--- src/rtl/lrx_pkg.sv ---
package lrx_pkg;

    localparam int BYTE_W      = 8;
    localparam int ADDR_W      = 32;
    localparam int TXN_W       = 104;
    localparam int SHORT_LAST  = 8;
    localparam int LONG_LAST   = 12;
    localparam int STREAM_IDX  = 5;
    localparam logic [ADDR_W-1:0] ADDR_STEP = 32'd8;

    typedef struct packed {
        logic [3:0] ctrlmode;
        logic       write;
        logic       long_pkt;
        logic [1:0] datamode;
    } hdr_t;

    typedef struct packed {
        logic              access;
        logic              write;
        logic [1:0]        datamode;
        logic [3:0]        ctrlmode;
        logic [ADDR_W-1:0] dstaddr;
        logic [ADDR_W-1:0] data;
        logic [ADDR_W-1:0] srcaddr;
    } mesh_txn_t;

    typedef enum logic [1:0] {
        RX_IDLE,
        RX_BODY,
        RX_TAIL
    } rx_state_e;

    function automatic hdr_t decode_hdr(input logic [BYTE_W-1:0] b);
        hdr_t h;
        h.ctrlmode = b[7:4];
        h.write    = b[3];
        h.long_pkt = b[2];
        h.datamode = b[1:0];
        return h;
    endfunction

    function automatic logic [3:0] last_index(input hdr_t h);
        return h.long_pkt ? 4'(LONG_LAST) : 4'(SHORT_LAST);
    endfunction

    function automatic mesh_txn_t pack_txn(input hdr_t h,
                                           input logic [ADDR_W-1:0] dst,
                                           input logic [ADDR_W-1:0] dat,
                                           input logic [ADDR_W-1:0] src);
        mesh_txn_t t;
        t.access   = 1'b1;
        t.write    = h.write;
        t.datamode = h.datamode;
        t.ctrlmode = h.ctrlmode;
        t.dstaddr  = dst;
        t.data     = dat;
        t.srcaddr  = h.long_pkt ? src : '0;
        return t;
    endfunction

endpackage

--- src/rtl/lrx_framer.sv ---
module lrx_framer
    import lrx_pkg::*;
(
    input  logic              clk,
    input  logic              rst,
    input  logic              frame_i,
    input  logic [BYTE_W-1:0] byte_i,
    output logic              done_o,
    output mesh_txn_t         txn_o
);

    rx_state_e         state_q;
    logic [3:0]        idx_q;
    logic              frame_q;
    hdr_t              hdr_q;
    logic [ADDR_W-1:0] dst_q;
    logic [ADDR_W-1:0] dat_q;
    logic [ADDR_W-1:0] src_q;

    logic              start_seen;
    logic              at_last;
    logic [ADDR_W-1:0] dst_shift;
    logic [ADDR_W-1:0] dat_shift;
    logic [ADDR_W-1:0] src_shift;

    always_comb begin
        start_seen = frame_i && !frame_q;
        at_last    = (idx_q == last_index(hdr_q));
        dst_shift  = {dst_q[ADDR_W-BYTE_W-1:0], byte_i};
        dat_shift  = {dat_q[ADDR_W-BYTE_W-1:0], byte_i};
        src_shift  = {src_q[ADDR_W-BYTE_W-1:0], byte_i};
    end

    // byte collection and streaming control
    always_ff @(posedge clk) begin
        if (rst) begin
            state_q <= RX_IDLE;
            idx_q   <= '0;
            frame_q <= 1'b1;
            hdr_q   <= '0;
            dst_q   <= '0;
            dat_q   <= '0;
            src_q   <= '0;
        end else begin
            frame_q <= frame_i;
            unique case (state_q)
                RX_IDLE: begin
                    if (start_seen) begin
                        hdr_q   <= decode_hdr(byte_i);
                        idx_q   <= 4'd1;
                        state_q <= RX_BODY;
                    end
                end
                RX_BODY: begin
                    if (!frame_i) begin
                        state_q <= RX_IDLE;
                    end else begin
                        if (idx_q <= 4'd4)
                            dst_q <= dst_shift;
                        else if (idx_q <= 4'(SHORT_LAST))
                            dat_q <= dat_shift;
                        else
                            src_q <= src_shift;
                        if (at_last)
                            state_q <= RX_TAIL;
                        else
                            idx_q <= idx_q + 4'd1;
                    end
                end
                RX_TAIL: begin
                    if (frame_i) begin
                        dst_q   <= dst_q + ADDR_STEP;
                        dat_q   <= dat_shift;
                        idx_q   <= 4'(STREAM_IDX + 1);
                        state_q <= RX_BODY;
                    end else begin
                        state_q <= RX_IDLE;
                    end
                end
                default: state_q <= RX_IDLE;
            endcase
        end
    end

    // completion register: one-cycle strobe with the assembled transaction
    always_ff @(posedge clk) begin
        if (rst) begin
            done_o <= 1'b0;
            txn_o  <= '0;
        end else begin
            done_o <= (state_q == RX_BODY) && frame_i && at_last;
            if ((state_q == RX_BODY) && frame_i && at_last) begin
                if (hdr_q.long_pkt)
                    txn_o <= pack_txn(hdr_q, dst_q, dat_q, src_shift);
                else
                    txn_o <= pack_txn(hdr_q, dst_q, dat_shift, '0);
            end
        end
    end

endmodule

--- src/rtl/lrx_skid.sv ---
module lrx_skid #(
    parameter int WIDTH      = 104,
    parameter int DEPTH      = 2,
    parameter int WAIT_LEVEL = 1
) (
    input  logic             clk,
    input  logic             rst,
    input  logic             push_i,
    input  logic [WIDTH-1:0] din_i,
    input  logic             pop_i,
    output logic             valid_o,
    output logic [WIDTH-1:0] head_o,
    output logic             wait_o
);

    localparam int PTR_W = (DEPTH > 1) ? $clog2(DEPTH) : 1;
    localparam int CNT_W = $clog2(DEPTH + 1);
    localparam logic [CNT_W-1:0] FULL_CNT = CNT_W'(DEPTH);
    localparam logic [CNT_W-1:0] WAIT_CNT = CNT_W'(WAIT_LEVEL);
    localparam logic [PTR_W-1:0] LAST_PTR = PTR_W'(DEPTH - 1);

    logic [WIDTH-1:0] mem_q [DEPTH];
    logic [PTR_W-1:0] wptr_q, rptr_q;
    logic [CNT_W-1:0] cnt_q;
    logic             do_push, do_pop;

    always_comb begin
        do_pop  = pop_i && (cnt_q != '0);
        do_push = push_i && (cnt_q != FULL_CNT);
        valid_o = (cnt_q != '0);
        head_o  = mem_q[rptr_q];
    end

    always_ff @(posedge clk) begin
        if (do_push)
            mem_q[wptr_q] <= din_i;
    end

    always_ff @(posedge clk) begin
        if (rst) begin
            wptr_q <= '0;
            rptr_q <= '0;
            cnt_q  <= '0;
            wait_o <= 1'b0;
        end else begin
            if (do_push)
                wptr_q <= (wptr_q == LAST_PTR) ? '0 : wptr_q + 1'b1;
            if (do_pop)
                rptr_q <= (rptr_q == LAST_PTR) ? '0 : rptr_q + 1'b1;
            cnt_q  <= cnt_q + CNT_W'(do_push) - CNT_W'(do_pop);
            // registered from the current level: rises one edge after the entry lands
            wait_o <= (cnt_q >= WAIT_CNT);
        end
    end

endmodule

--- src/rtl/lrx_link_rx.sv ---
module lrx_link_rx
    import lrx_pkg::*;
#(
    parameter int BUF_DEPTH  = 2,
    parameter int WAIT_LEVEL = 1
) (
    input  logic              clk,
    input  logic              rst,
    input  logic              link_frame,
    input  logic [7:0]        link_byte,
    output logic              txn_valid,
    output logic [TXN_W-1:0]  txn_data,
    input  logic              rd_pop,
    output logic              rd_valid,
    output logic [TXN_W-1:0]  rd_txn,
    output logic              rd_wait,
    input  logic              wr_pop,
    output logic              wr_valid,
    output logic [TXN_W-1:0]  wr_txn,
    output logic              wr_wait
);

    localparam int N_DIR = 2;   // index 0 read, index 1 write

    mesh_txn_t        done_txn;
    logic             done;
    logic             push_v [N_DIR];
    logic             pop_v  [N_DIR];
    logic             val_v  [N_DIR];
    logic             wait_v [N_DIR];
    logic [TXN_W-1:0] head_v [N_DIR];

    lrx_framer u_framer (
        .clk     (clk),
        .rst     (rst),
        .frame_i (link_frame),
        .byte_i  (link_byte),
        .done_o  (done),
        .txn_o   (done_txn)
    );

    assign txn_valid = done;
    assign txn_data  = done_txn;
    assign pop_v[0]  = rd_pop;
    assign pop_v[1]  = wr_pop;

    for (genvar d = 0; d < N_DIR; d++) begin : g_dir
        assign push_v[d] = done && (done_txn.write == 1'(d));
        lrx_skid #(
            .WIDTH      (TXN_W),
            .DEPTH      (BUF_DEPTH),
            .WAIT_LEVEL (WAIT_LEVEL)
        ) u_buf (
            .clk     (clk),
            .rst     (rst),
            .push_i  (push_v[d]),
            .din_i   (done_txn),
            .pop_i   (pop_v[d]),
            .valid_o (val_v[d]),
            .head_o  (head_v[d]),
            .wait_o  (wait_v[d])
        );
    end

    assign rd_valid = val_v[0];
    assign rd_txn   = head_v[0];
    assign rd_wait  = wait_v[0];
    assign wr_valid = val_v[1];
    assign wr_txn   = head_v[1];
    assign wr_wait  = wait_v[1];

endmodule

--- config.mk ---
export PLATFORM = sky130hd
export DESIGN_NAME = lrx_link_rx
export DESIGN_NICKNAME = d
export VERILOG_FILES = /design/src/rtl/lrx_pkg.sv /design/src/rtl/lrx_framer.sv /design/src/rtl/lrx_skid.sv /design/src/rtl/lrx_link_rx.sv
export SDC_FILE = /design/constraint.sdc
export NUM_CORES = 1
export LEC_CHECK = 0
export ABC_AREA = 1
export BUFFER_PORTS_ARGS = -buffer_cell sky130_fd_sc_hd__buf_2
export CAP_MARGIN = 5
export CORE_UTILIZATION = 46
export CTS_CLUSTER_SIZE = 16
export DETAILED_ROUTE_END_ITERATION = 10
export PLACE_DENSITY = 0.66
export SLEW_MARGIN = 40
export SYNTH_ARGS = -nofsm -noshare
export SYNTH_HDL_FRONTEND = slang
export SYNTH_SLANG_ARGS = --single-unit
--- constraint.sdc ---
create_clock -name clk -period 9.7 [get_ports clk]
set_clock_uncertainty 0.2 [all_clocks]
set_input_delay 0.485 -clock clk [delete_from_list [all_inputs] [get_ports clk]]
set_output_delay 0.485 -clock clk [all_outputs]
set_load 0.005 [all_outputs]
* After elaboration in Yosys (flattened, before gate mapping)
Memory sizes are Yosys's and may differ from the RTL's. A register that Yosys moved wholly into a read port is not among the register bits.
Index checks and enable logic that the tools add are counted.
** Word-level totals
- Register bits after elaboration :: 218
- Input port bits :: 13
- Output and inout bits :: 317
- Memories kept :: 2
- Word-level logic and storage cells :: 112
- Bits in writable memories :: 416
** Memories
- g_dir[0].u_buf.mem_q :: depth 2, width 104, rd ports 1, clocked after memory_dff 1, wr ports 1, RTL line lrx_skid.sv:22 : logic [WIDTH-1:0] mem_q [DEPTH];
- g_dir[1].u_buf.mem_q :: depth 2, width 104, rd ports 1, clocked after memory_dff 1, wr ports 1, RTL line lrx_skid.sv:22
** Operators by class
- Bitwise gates (word level) :: 3
- Muxes and demuxes :: 33
- Add/sub/neg operators :: 10
- Reduce and logical (&&, ||, !) cells :: 21
- Equal/unequal tests :: 13
- Magnitude comparators :: 4
** Operators with widths (count)
- $mux W32 :: 7
- $pmux W32 S2 :: 2
- $mux W64 :: 1
- $add A32 B4 Y32 const B :: 1
- $mux W4 :: 4
- $mux W1 :: 13
- $ne A2 B2 Y1 const B :: 6
- $pmux W4 S3 :: 1
- $reduce_and A5 Y1 :: 2
- $logic_and A1 B1 Y1 :: 9
- $reduce_and A4 Y1 :: 2
- $mux W2 :: 3
- $ne A2 B1 Y1 const B :: 3
- $pmux W2 S3 :: 1
- $reduce_bool A2 Y1 :: 3
- $add A1 B1 Y1 const B :: 4
- $add A2 B1 Y2 :: 2
- $add A4 B1 Y4 const B :: 1
- $eq A4 B4 Y1 :: 1
- $ge A2 B1 Y1 const B :: 2
- $le A4 B3 Y1 const B :: 1
- $le A4 B4 Y1 const B :: 1
- $reduce_and A2 Y1 :: 2
- $sub A2 B1 Y2 :: 2
- 8 further kinds :: 10

* Depth between registers and ports, before layout
Gate-level depths: netlist of the first run.
- Word-level depth :: 5
- Mapped depth :: 12
- Mapped depth without buffers :: 11

* By module
Synthesis of the first run repeated with hierarchy kept, for this count alone.
** Second synthesis, totals
- Cells, all modules :: 1901
- Area, all modules :: 24718.7 µm²
** Modules (own cells, without submodules)
- lrx_skid :: instances 2, seq. area each 6366.1 µm², area each 8027.7 µm², cells each 364
- lrx_framer :: instances 1, seq. area each 4164.0 µm², area each 8645.8 µm², cells each 1169
- lrx_link_rx :: instances 1, seq. area each 0.0 µm², area each 17.5 µm², cells each 4

* Worst setup path after synthesis of the first run
OpenSTA, ideal clock, no wires.
- Path kind :: register -> register
- From :: register u_framer.txn_o[102] in the netlist's numbering
- To :: memory g_dir[1].u_buf.mem_q[1][0], enable pin
- Stages on the path, launching flop included :: 5
- Path slack :: 3.685 ns
- Data required time :: 8.931 ns
- Arrival :: 5.246 ns
- Period minus slack after synthesis :: 6.015 ns
- Path buffers :: 0
- Library setup time :: 0.569 ns
- Cell sequence :: dfxtp_1 inv_1 a211oi_1 inv_1 nor2_1
** On the way
- Longest elaborated chain between the ends :: 4
** Ends and longest elaborated chain
- start, declared :: RTL line lrx_framer.sv:9 : output mesh_txn_t txn_o
- start signal, assigned :: RTL line lrx_framer.sv:94 : txn_o <= pack_txn(hdr_q, dst_q, dat_q, src_shift);
- start signal, assigned :: RTL line lrx_framer.sv:96 : txn_o <= pack_txn(hdr_q, dst_q, dat_shift, '0);
- $logic_and A1 B1 Y1 :: RTL line lrx_link_rx.sv:48 : assign push_v[d] = done && (done_txn.write == 1'(d));
- $logic_and A1 B1 Y1 :: RTL line lrx_skid.sv:29 : do_push = push_i && (cnt_q != FULL_CNT);
- named net g_dir[1].u_buf.do_push :: RTL line lrx_skid.sv:25 : logic do_push, do_pop;
- $mux W1 :: RTL line lrx_skid.sv:35 : if (do_push)
- $mux W1 (not written as such) :: RTL line lrx_skid.sv:36 : mem_q[wptr_q] <= din_i;
- end, declared :: RTL line lrx_skid.sv:22
The timed path passes the listed nets, and every way through them passes these cells.

* Final worst setup path of the first run
- From :: register u_framer.txn_o[102] in the netlist's numbering
- To :: memory g_dir[0].u_buf.mem_q[0][72], enable pin
** On the way
- Longest elaborated chain between the ends :: 5
** Ends and longest elaborated chain (RTL line)
- $not A1 Y1 :: lrx_link_rx.sv:48
- $logic_and A1 B1 Y1 :: lrx_link_rx.sv:48
- $logic_and A1 B1 Y1 :: lrx_skid.sv:29
- named net g_dir[0].u_buf.do_push :: lrx_skid.sv:25
- $mux W1 :: lrx_skid.sv:35
- $mux W1 (not written as such) :: lrx_skid.sv:36
- end, declared :: lrx_skid.sv:22
The timed path passes the listed nets, and every way through them passes these cells.

==> impl_metrics.yaml, run 1 <==
floorplanning:
  die-area_sq_um: 53640
  die_h_um: 231.6
  rows: 83
  die_x_um: 231.6
  core_sq_um: 51720
  initial_core_util_pct: 46.89
  boundaryPins: 330
sta:
  hold_violations: 0
  fin_setup_tns_ps: 0
  timing.fmax_ghz: 0.2904
  tightest_slew_ps: 814.6
  period_share_pct: 35.49
  slew_viol_final: 0
  rsz0062_at_grt: "false"
  maxSlewHeadroom_pct: 45.63
  post-route-min-period_ps: 3443
  hold_slack_ps: 48.40
  setup_viol: 0
worst_setup_path:
  arrival_ps: 3460
  critPathKind: "flip-flop to flip-flop"
  slowest_delay_ps: 680
  worst_setup_path_end_kind: "flip-flop"
  crit_path_max_fanout: 49
  worstSetupStartpointType: "flip-flop"
  worstReg2RegStart: "u_framer.txn_o[102]$_SDFFE_PP0P_"
  crit_path_top_delay_cell: "buf_4"
  worst_path_most_repeated_cell: "buf_4"
  worstPathRequired_ps: 9720
  crit_start: "u_framer.txn_o[102]$_SDFFE_PP0P_"
  path_cells: "nor3_1 -> inv_1 -> nor2_4 -> buf_4 -> buf_4"
grt:
  grt_pass1_vias: 14590
  grt_use_total_pct: 20.02
  grt_pass1_wl_um: 83550
  antenna_found_initial: 3
  use_met1_pct: 26.59
  grt-ovfl-total: 0
  grtUsageMet2_pct: 33.11
  grt_busiest_layer: "met2"
  grtUsageMet3_pct: 3.949
  grt_max_degree: 184
pwr:
  power_density_nw_per_um2: 227.4
  power.share.clock_pct: 37.1
  power_leakage_uw: 0.01139
  power_switching_uw: 1738
  switching_share_pct: 26.75
  seqPwrFrac_pct: 49.0
  peakVddDrop_mv: 0.1263
  internal_power_uw: 4760
  p_total_uw: 6498
  combPwrFrac_pct: 13.9
placement:
  dp.cells: 2798
  dpl_cell_area_sq_um: 26480
  gp_congestion: 0.8813
  hpwl_um: 35010
  portBuffers: 329
cts:
  cts-root-buf: "clkbuf_16"
  cts_tree: "built"
  ctsHtreeMaxLevel: 3
  clkTransAtPathRegs_ps: 60
  numClockSinks: 636
  cts_buffers: 66
  clockBufferDepth: 3
  clk_latency_ps: 590
routing:
  drc: 0
  viasPerCell: 5.214
  wl_um: 54460
  vias: 15230
  wl_per_cell_um: 18.65
  drt_iter0_markers: 818
  first_pass_iters: 5
  ant_nets: 0
synthesis:
  yosysUniqueCellTypes: 33
  ys_warn_count: 0
  syn_area_per_cell_sq_um: 12.93
  syn-num-nets: 1900
  ys_seq_elements: 636
  syn_inst: 1876
  ys_seq_area_share_pct: 69.68
  netlist_area_sq_um: 24250
worst_hold_path:
  hp-class: "input port to flip-flop"
  hold_start: "wr_pop"
outcome:
  status: "finished clean"
layout:
  layout_commonest_cell: "edfxtp_1"
  fin_area_sq_um: 28570
  final_nets: 2212
  final_cells: 2920
  final_cell_mix: "edfxtp_1 (416), buf_2 (329), dfxtp_1 (217)"
  area_growth_pct: 17.82
  layout-drive-gt1-share_pct: 31.10
job:
  max_cap_violations: 0
## sequential cells by signal, indices dropped and copies added, names as in the netlist, named ones only
| signal | flops |
|---|---|
| g_dir.u_buf.cnt_q | 4 |
| g_dir.u_buf.rptr_q | 2 |
| u_framer.hdr_q | 8 |
| u_framer.txn_o | 104 |
| u_framer.dst_q | 32 |
| u_framer.src_q | 24 |
| u_framer.idx_q | 4 |
| u_framer.dat_q | 32 |
| g_dir.u_buf.wait_o | 2 |
| u_framer.state_q | 2 |
| u_framer.done_o | 1 |
| g_dir.u_buf.wptr_q | 2 |
| u_framer.frame_q | 1 |
| g_dir.u_buf.mem_q | 416 |
## timing repair
action / in CTS / in global routing
buffers inserted: 0 / 0
hold buffers: 2 / 0
endpoints found under the hold margin: 2 / 0
gates resized for setup: 0 / 0
## path summary, 6_finish.rpt
kind | cells after the start | slack, ps | endpoint
worst min-delay path | 4 | 50 | g_dir[1].u_buf.rptr_q$_SDFFE_PP0P_
worst max register to register | 5 | 6260 | g_dir[0].u_buf.mem_q[0][72]$_DFFE_PP_
worst max-delay path | 5 | 6260 | g_dir[0].u_buf.mem_q[0][72]$_DFFE_PP_
worst min register to register | 2 | 240 | u_framer.hdr_q[3]$_SDFFE_PP0P_
## logic make-up (layout without fill, tap and decap cells)
| kind of cell | after synthesis | after routing | synth area share (%) |
|---|---|---|---|
| compound gates | 360 | 360 | 8.018 |
| xor+xnor | 3 | 3 | 0.1084 |
| fa+ha+maj | 11 | 11 | 0.5676 |
| buf+inv | 212 | 574 | 3.653 |
| flops | 636 | 636 | 69.68 |
| mux | 238 | 238 | 10.90 |
| other cells | 0 | 2 | 0 |
| simple gates | 416 | 416 | 7.079 |
## synthesized netlist by cell type
cell / n / area (sq um)
edfxtp_1: 416 / 12490
dfxtp_1: 220 / 4404
mux2_2: 208 / 2342
nand2_1: 171 / 641.9
o21ai_0: 145 / 725.7
a21oi_1: 136 / 680.7
nor2_1: 134 / 503.0
inv_1: 103 / 386.6
nand3_1: 98 / 490.5
clkbuf_1: 44 / 165.2
buf_2: 35 / 175.2
o21ai_1: 33 / 165.2
a21oi_2: 30 / 262.8
mux2i_1: 30 / 300.3
buf_1: 14 / 52.55
ha_1: 11 / 137.6
nor3_1: 8 / 40.04
inv_2: 7 / 26.28
o22ai_1: 6 / 37.54
a211oi_1: 4 / 30.03
buf_4: 4 / 30.03
buf_6: 4 / 45.04
xor2_1: 3 / 26.28
a31oi_1: 2 / 12.51
nor2_2: 2 / 12.51
a21boi_0: 1 / 7.510
and2_1: 1 / 6.260
clkbuf_2: 1 / 5.000
nand2_4: 1 / 11.26
nor2_4: 1 / 11.26
o21a_1: 1 / 7.510
o21bai_1: 1 / 7.510
o31ai_1: 1 / 7.510
## worst max-delay path, delay by kind of cell (launching register included)
family / cells / cell delay [ps]
AND/OR/NAND/NOR: 2 / 880
flip-flops: 1 / 390
buffers and inverters: 3 / 1530
## stage by stage
step           utilization, %  setup WS (ps)
6_report                55.24           6257
3_5_place_dp            51.19           6106
4_1_cts                 55.21           6104
3_3_place_gp            51.10           5747
2_1_floorplan               -           3685
5_1_grt                 55.24           5929
## power by group through the flow
stage	registers [uW]	clock network (uW)	logic, uW
6_report	3190	2410	902
5_1_grt	3210	2580	1010
4_1_cts	3190	2470	908
3_5_place_dp	3240	0	901
3_3_place_gp	3240	0	870
2_1_floorplan	3160	0	697
## final cells by class
class	instances	area (sq um)
antenna	2	5.005
clock buffer	92	1873
clock inverter	26	183.9
fill	4333	23150
inverter	110	427.9
multi-input combinational	1028	6510
sequential	636	16910
tap	680	850.8
timing repair buffer	346	1812
## per-layer routing
metal | part of all wire, % | routed length [um] | up-vias
li1 | - | - | 7317
met1 | 44 | 24110 | 7472
met2 | 49 | 26590 | 367
met3 | 5.2 | 2812 | 68
met4 | 1.7 | 935 | 2
met5 | 0.015 | 8 | -
Note: power is estimated with default switching activity, not from simulation.
==> run 2: changes to the inputs <==
==> constraint.sdc (replaced) <==
create_clock -name clk -period 3.5 [get_ports clk]
set_clock_uncertainty 0.2 [all_clocks]
set_input_delay 0.175 -clock clk [delete_from_list [all_inputs] [get_ports clk]]
set_output_delay 0.175 -clock clk [all_outputs]
set_load 0.005 [all_outputs]
==> impl_metrics.yaml, run 2 (synthesized netlist as in run 1, its figures left out) <==
outcome:
  status: "finished clean"
layout:
  largest_reg_flops: 416
  final_util_pct: 56.38
  layout_commonest_cell: "edfxtp_1"
  diodes: 0
  layout-drive-gt1-share_pct: 31.61
  area_growth_pct: 20.25
  reg_top3: "g_dir.u_buf.mem_q (416), u_framer.txn_o (104)"
  final_cell_mix: "edfxtp_1 (416), buf_2 (329), dfxtp_1 (217)"
  largest-register: "g_dir.u_buf.mem_q"
  fillers: 4224
  final_nets: 2236
floorplanning:
  boundaryPins: 330
  die_x_um: 231.6
  initial_core_util_pct: 46.89
  rows: 83
  core_sq_um: 51720
  die-area_sq_um: 53640
  die_h_um: 231.6
worst_setup_path:
  cp_num_cells: 11
  critPathKind: "flip-flop to flip-flop"
  worstReg2RegStart: "u_framer.idx_q[0]$_SDFFE_PP0P_"
  worstSetupEndpoint: "u_framer.txn_o[54]$_SDFFE_PP0P_"
  worst_setup_path_end_kind: "flip-flop"
  crit_path_max_fanout: 59
  rrSetupSlack_ps: 820
  crit_path_top_delay_cell: "inv_6"
  rr_endpoint: "u_framer.txn_o[54]$_SDFFE_PP0P_"
  worstSetupStartpointType: "flip-flop"
  worstPathRequired_ps: 3820
  worst_path_most_repeated_cell: "a21oi_1"
  crit_family: "buffers and inverters"
  ff2ff_path_depth: 11
  arrival_ps: 3000
  path_cells: "inv_1 -> ha_1 -> nand2_1 -> a21oi_1 -> o21ai_1 -> inv_2 -> nand2_4 -> inv_6 -> buf_4 -> o21ai_0 -> a21oi_1"
  slowest_delay_ps: 510
  crit_start: "u_framer.idx_q[0]$_SDFFE_PP0P_"
  path_buf_inv: 4
pwr:
  power_density_nw_per_um2: 649.7
  peakVddDrop_mv: 0.3995
  p_total_uw: 18950
  power_leakage_uw: 0.01167
sta:
  maxSlewHeadroom_pct: 42.27
  fin_ws_ps: 815.1
  period_share_pct: 76.71
  tightest_slew_ps: 866.0
  slew_viol_final: 0
  hold_violations: 0
  setup_viol: 0
  timing.fmax_ghz: 0.3725
  post-route-min-period_ps: 2685
  rsz0062_at_grt: "false"
routing:
  wl_um: 54760
  wl_per_cell_um: 18.58
  drt_iter0_markers: 943
  drc: 0
  vias: 15340
  first_pass_iters: 5
  viasPerCell: 5.205
  ant_nets: 0
grt:
  grt_pass1_vias: 14910
  grt_max_degree: 167
  grt-ovfl-total: 0
  grt_pass1_wl_um: 84100
  grt_use_total_pct: 20.24
  antenna_found_initial: 2
cts:
  post_cts_buffers: 0
  clk_latency_ps: 610
  ctsHtreeMaxLevel: 3
  numClockSinks: 636
  cts_tree: "built"
  cts_resized: 0
  cts_buffers: 68
  cts-root-buf: "clkbuf_16"
  clkTransAtPathRegs_ps: 60
  clockBufferDepth: 3
  postCtsHoldBufs: 13
job:
  max_cap_violations: 0
placement:
  portBuffers: 329
  gp_congestion: 0.8451
  place_ws_ps: 840.5
  hpwl_um: 35320
worst_hold_path:
  hp-class: "input port to flip-flop"
[run 2: cell types whose count changed in the layout (fill, tap and decap cells not counted), moves of 2 or more]
| cell | previous run | this run |
|---|---|---|
| clkbuf_16 | 69 | 71 |
| clkbuf_8 | 6 | 8 |
| buf_12 | 2 | 9 |
| diode_2 | 2 | 0 |
| nand3_2 | 2 | 0 |
| buf_4 | 11 | 16 |
| bufinv_16 | 2 | 10 |
| clkbuf_1 | 17 | 15 |
| clkinv_1 | 10 | 7 |
| dlygate4sd3_1 | 2 | 13 |
| inv_6 | 2 | 4 |
[run 2: cell type report]
| class | instances | area [sq um] | share of cell area, % |
|---|---|---|---|
| Clock buffer | 94 | 1943 | 6.664 |
| Tap cell | 680 | 850.8 | 2.918 |
| Multi-Input combinational cell | 1028 | 6510 | 22.32 |
| Timing Repair Buffer | 368 | 2088 | 7.161 |
| Clock inverter | 32 | 435.4 | 1.493 |
| Inverter | 110 | 425.4 | 1.459 |
| Sequential cell | 636 | 16910 | 57.98 |
[run 2: worst min-delay path by stage]
stage / startpoint / endpoint / depth (start not counted)
after CTS: link_byte[5] / u_framer.txn_o[5]$_SDFFE_PP0P_ / 4
after detailed placement: u_framer.src_q[23]$_SDFFE_PP0P_ / u_framer.src_q[23]$_SDFFE_PP0P_ / 2
after global routing: link_byte[5] / u_framer.txn_o[5]$_SDFFE_PP0P_ / 4
final: link_byte[5] / u_framer.txn_o[5]$_SDFFE_PP0P_ / 4
after floorplan: link_frame / u_framer.frame_q$_SDFF_PP1_ / 2
after global placement: g_dir[0].u_buf.rptr_q$_SDFFE_PP0P_ / flip-flop / 1
[run 2: per-layer routing]
layer  up-vias  global-route usage (%)  share of wire [%]
li1       7379                       -                  -
met5         -                       0              0.015
met1      7490                   26.03                 43
met3        80                   3.716                5.1
met4         2                   6.990                2.2
met2       393                   34.30                 49
[run 2: metrics by stage]
step / instances / setup TNS, ps / cell area [sq um] / hold WS (ps)
final: 2948 / 0 / 29160 / 245.0
after detailed placement: 2809 / 0 / 26640 / 237.6
after floorplan: 1876 / -159970 / 24270 / 57.46
after global routing: 2948 / 0 / 29160 / 249.3
after CTS: 2948 / 0 / 29150 / 221.4
after global placement: 2807 / 0 / 26600 / 222.0
[run 2: worst min-delay path, cell delays in order]
cell,delay [ps]
dlygate4sd3_1,540
buf_2,160
nand3_1,80
nand2_1,50
[run 2: power breakdown]
| group | leakage (uW) | switching [uW] | internal [uW] |
|---|---|---|---|
| clock network | 0.00117 | 2900 | 4650 |
| registers | 0.00619 | 408 | 8360 |
| logic | 0.00431 | 1620 | 1010 |
==> run 3: changes to the inputs <==
==> constraint.sdc (replaced) <==
create_clock -name clk -period 2.7 [get_ports clk]
set_clock_uncertainty 0.2 [all_clocks]
set_input_delay 0.135 -clock clk [delete_from_list [all_inputs] [get_ports clk]]
set_output_delay 0.135 -clock clk [all_outputs]
set_load 0.005 [all_outputs]
==> impl_metrics.yaml, run 3 (synthesized netlist as in run 1, its figures left out) <==
layout:
  diodes: 0
  layout_commonest_cell: "edfxtp_1"
  final_cells: 2945
  layout-drive-gt1-share_pct: 31.96
  largest_reg_flops: 416
  fin_area_sq_um: 29090
  reg_top3: "g_dir.u_buf.mem_q (416), u_framer.txn_o (104)"
  largest-register: "g_dir.u_buf.mem_q"
  area_growth_pct: 19.96
  final_cell_mix: "edfxtp_1 (416), buf_2 (329), dfxtp_1 (215)"
  final_nets: 2235
placement:
  dp.cells: 2810
  dpl_cell_area_sq_um: 26700
  gp_congestion: 0.8554
  hpwl_um: 35280
  portBuffers: 329
routing:
  drc: 0
  drt_iter0_markers: 861
  vias: 15350
  wl_per_cell_um: 18.78
  wl_um: 55300
  first_pass_iters: 7
  ant_nets: 0
  viasPerCell: 5.212
grt:
  grt_pass1_wl_um: 84580
  grt_use_total_pct: 20.42
  grt_max_degree: 78
  antenna_found_initial: 1
  grt_pass1_vias: 14820
  grt-ovfl-total: 0
cts:
  ctsHtreeMaxLevel: 3
  cts_resized: 0
  numClockSinks: 636
  clk_latency_ps: 600
  cts-root-buf: "clkbuf_16"
  clockBufferDepth: 3
  cts_buffers: 67
  postCtsHoldBufs: 12
  post_cts_buffers: 0
  cts_tree: "built"
  clkTransAtPathRegs_ps: 60
floorplanning:
  die_h_um: 231.6
  boundaryPins: 330
  die-area_sq_um: 53640
  core_sq_um: 51720
  die_x_um: 231.6
  initial_core_util_pct: 46.89
  rows: 83
worst_setup_path:
  worstPathRequired_ps: 2370
  crit_path_max_fanout: 40
  crit_family: "flip-flops"
  path_buf_inv: 2
  critPathKind: "flip-flop to primary output"
  arrival_ps: 2150
  path_cells: "buf_12 -> mux2_2 -> buf_2"
  worst_setup_path_end_kind: "primary output"
  worstSetupStartpointType: "flip-flop"
  slowest_delay_ps: 690
  crit_path_top_delay_cell: "dfxtp_4"
sta:
  fin_setup_tns_ps: 0
  period_share_pct: 92.11
  post-route-min-period_ps: 2487
  maxSlewHeadroom_pct: 49.95
  rsz0062_at_grt: "false"
  setup_viol: 0
  timing.fmax_ghz: 0.4021
  slew_viol_final: 0
  tightest_slew_ps: 749.0
  hold_violations: 0
job:
  max_cap_violations: 0
pwr:
  peakVddDrop_mv: 0.6271
  power_leakage_uw: 0.01162
  power_density_nw_per_um2: 830.5
outcome:
  status: "finished clean"
worst_hold_path:
  hp-class: "input port to flip-flop"
==> run 3: final timing paths <==
kind / start / to / slack, ps / depth (start not counted)
hold reg to reg: u_framer.hdr_q[1]$_SDFFE_PP0P_ / u_framer.txn_o[101]$_SDFFE_PP0P_ / 240 / 2
setup / recovery: flip-flop / wr_txn[32] / 210 / 3
setup reg to reg: u_framer.state_q[1]$_SDFFE_PP0P_ / u_framer.dat_q[4]$_SDFFE_PP0P_ / 450 / 9
hold / removal: link_byte[5] / u_framer.txn_o[5]$_SDFFE_PP0P_ / 190 / 4
==> run 3: final cells by class <==
type                            instances  area [sq um]
Sequential cell                       636         16910
Inverter                              110         420.4
Clock buffer                           98          1922
Timing Repair Buffer                  368          2123
Clock inverter                         25         349.1
Multi-Input combinational cell       1028          6513
Fill cell                            4305         22630
Tap cell                              680         850.8
==> run 3: worst reg2reg max path, cell delays in order, from the launching register on <==
cell	delay (ps)
dfxtp_1	400
inv_1	100
ha_1	280
inv_1	120
o21ai_1	80
nor2_1	100
nand3_1	140
inv_2	470
o21ai_0	160
a21oi_1	130
==> run 3: metal layers <==
layer  vias up  GRT usage (%)  wire [um]
met5         -              0         10
met4         2          6.497       1244
met3        82          4.318       2702
met2       377          34.26      27290
met1      7536          26.41      24050
li1       7351              -          -
==> run 3: through the flow <==
step                total power [uW]  utilization (%)  hold slack (ps)  setup WS [ps]
global placement               14880            51.62            218.9          560.9
finish                         24160            56.25            186.8          213.0
CTS                            24420            56.25            167.2          127.8
detailed placement             15000            51.63            223.5          482.9
global route                   25230            56.25            191.2          87.41
floorplan                      13860                -            17.46         -222.2
==> run 3: where the power goes <==
part           switching (uW)  internal (uW)
clock                    3700           5650
sequential                515          10800
combinational            2140           1320
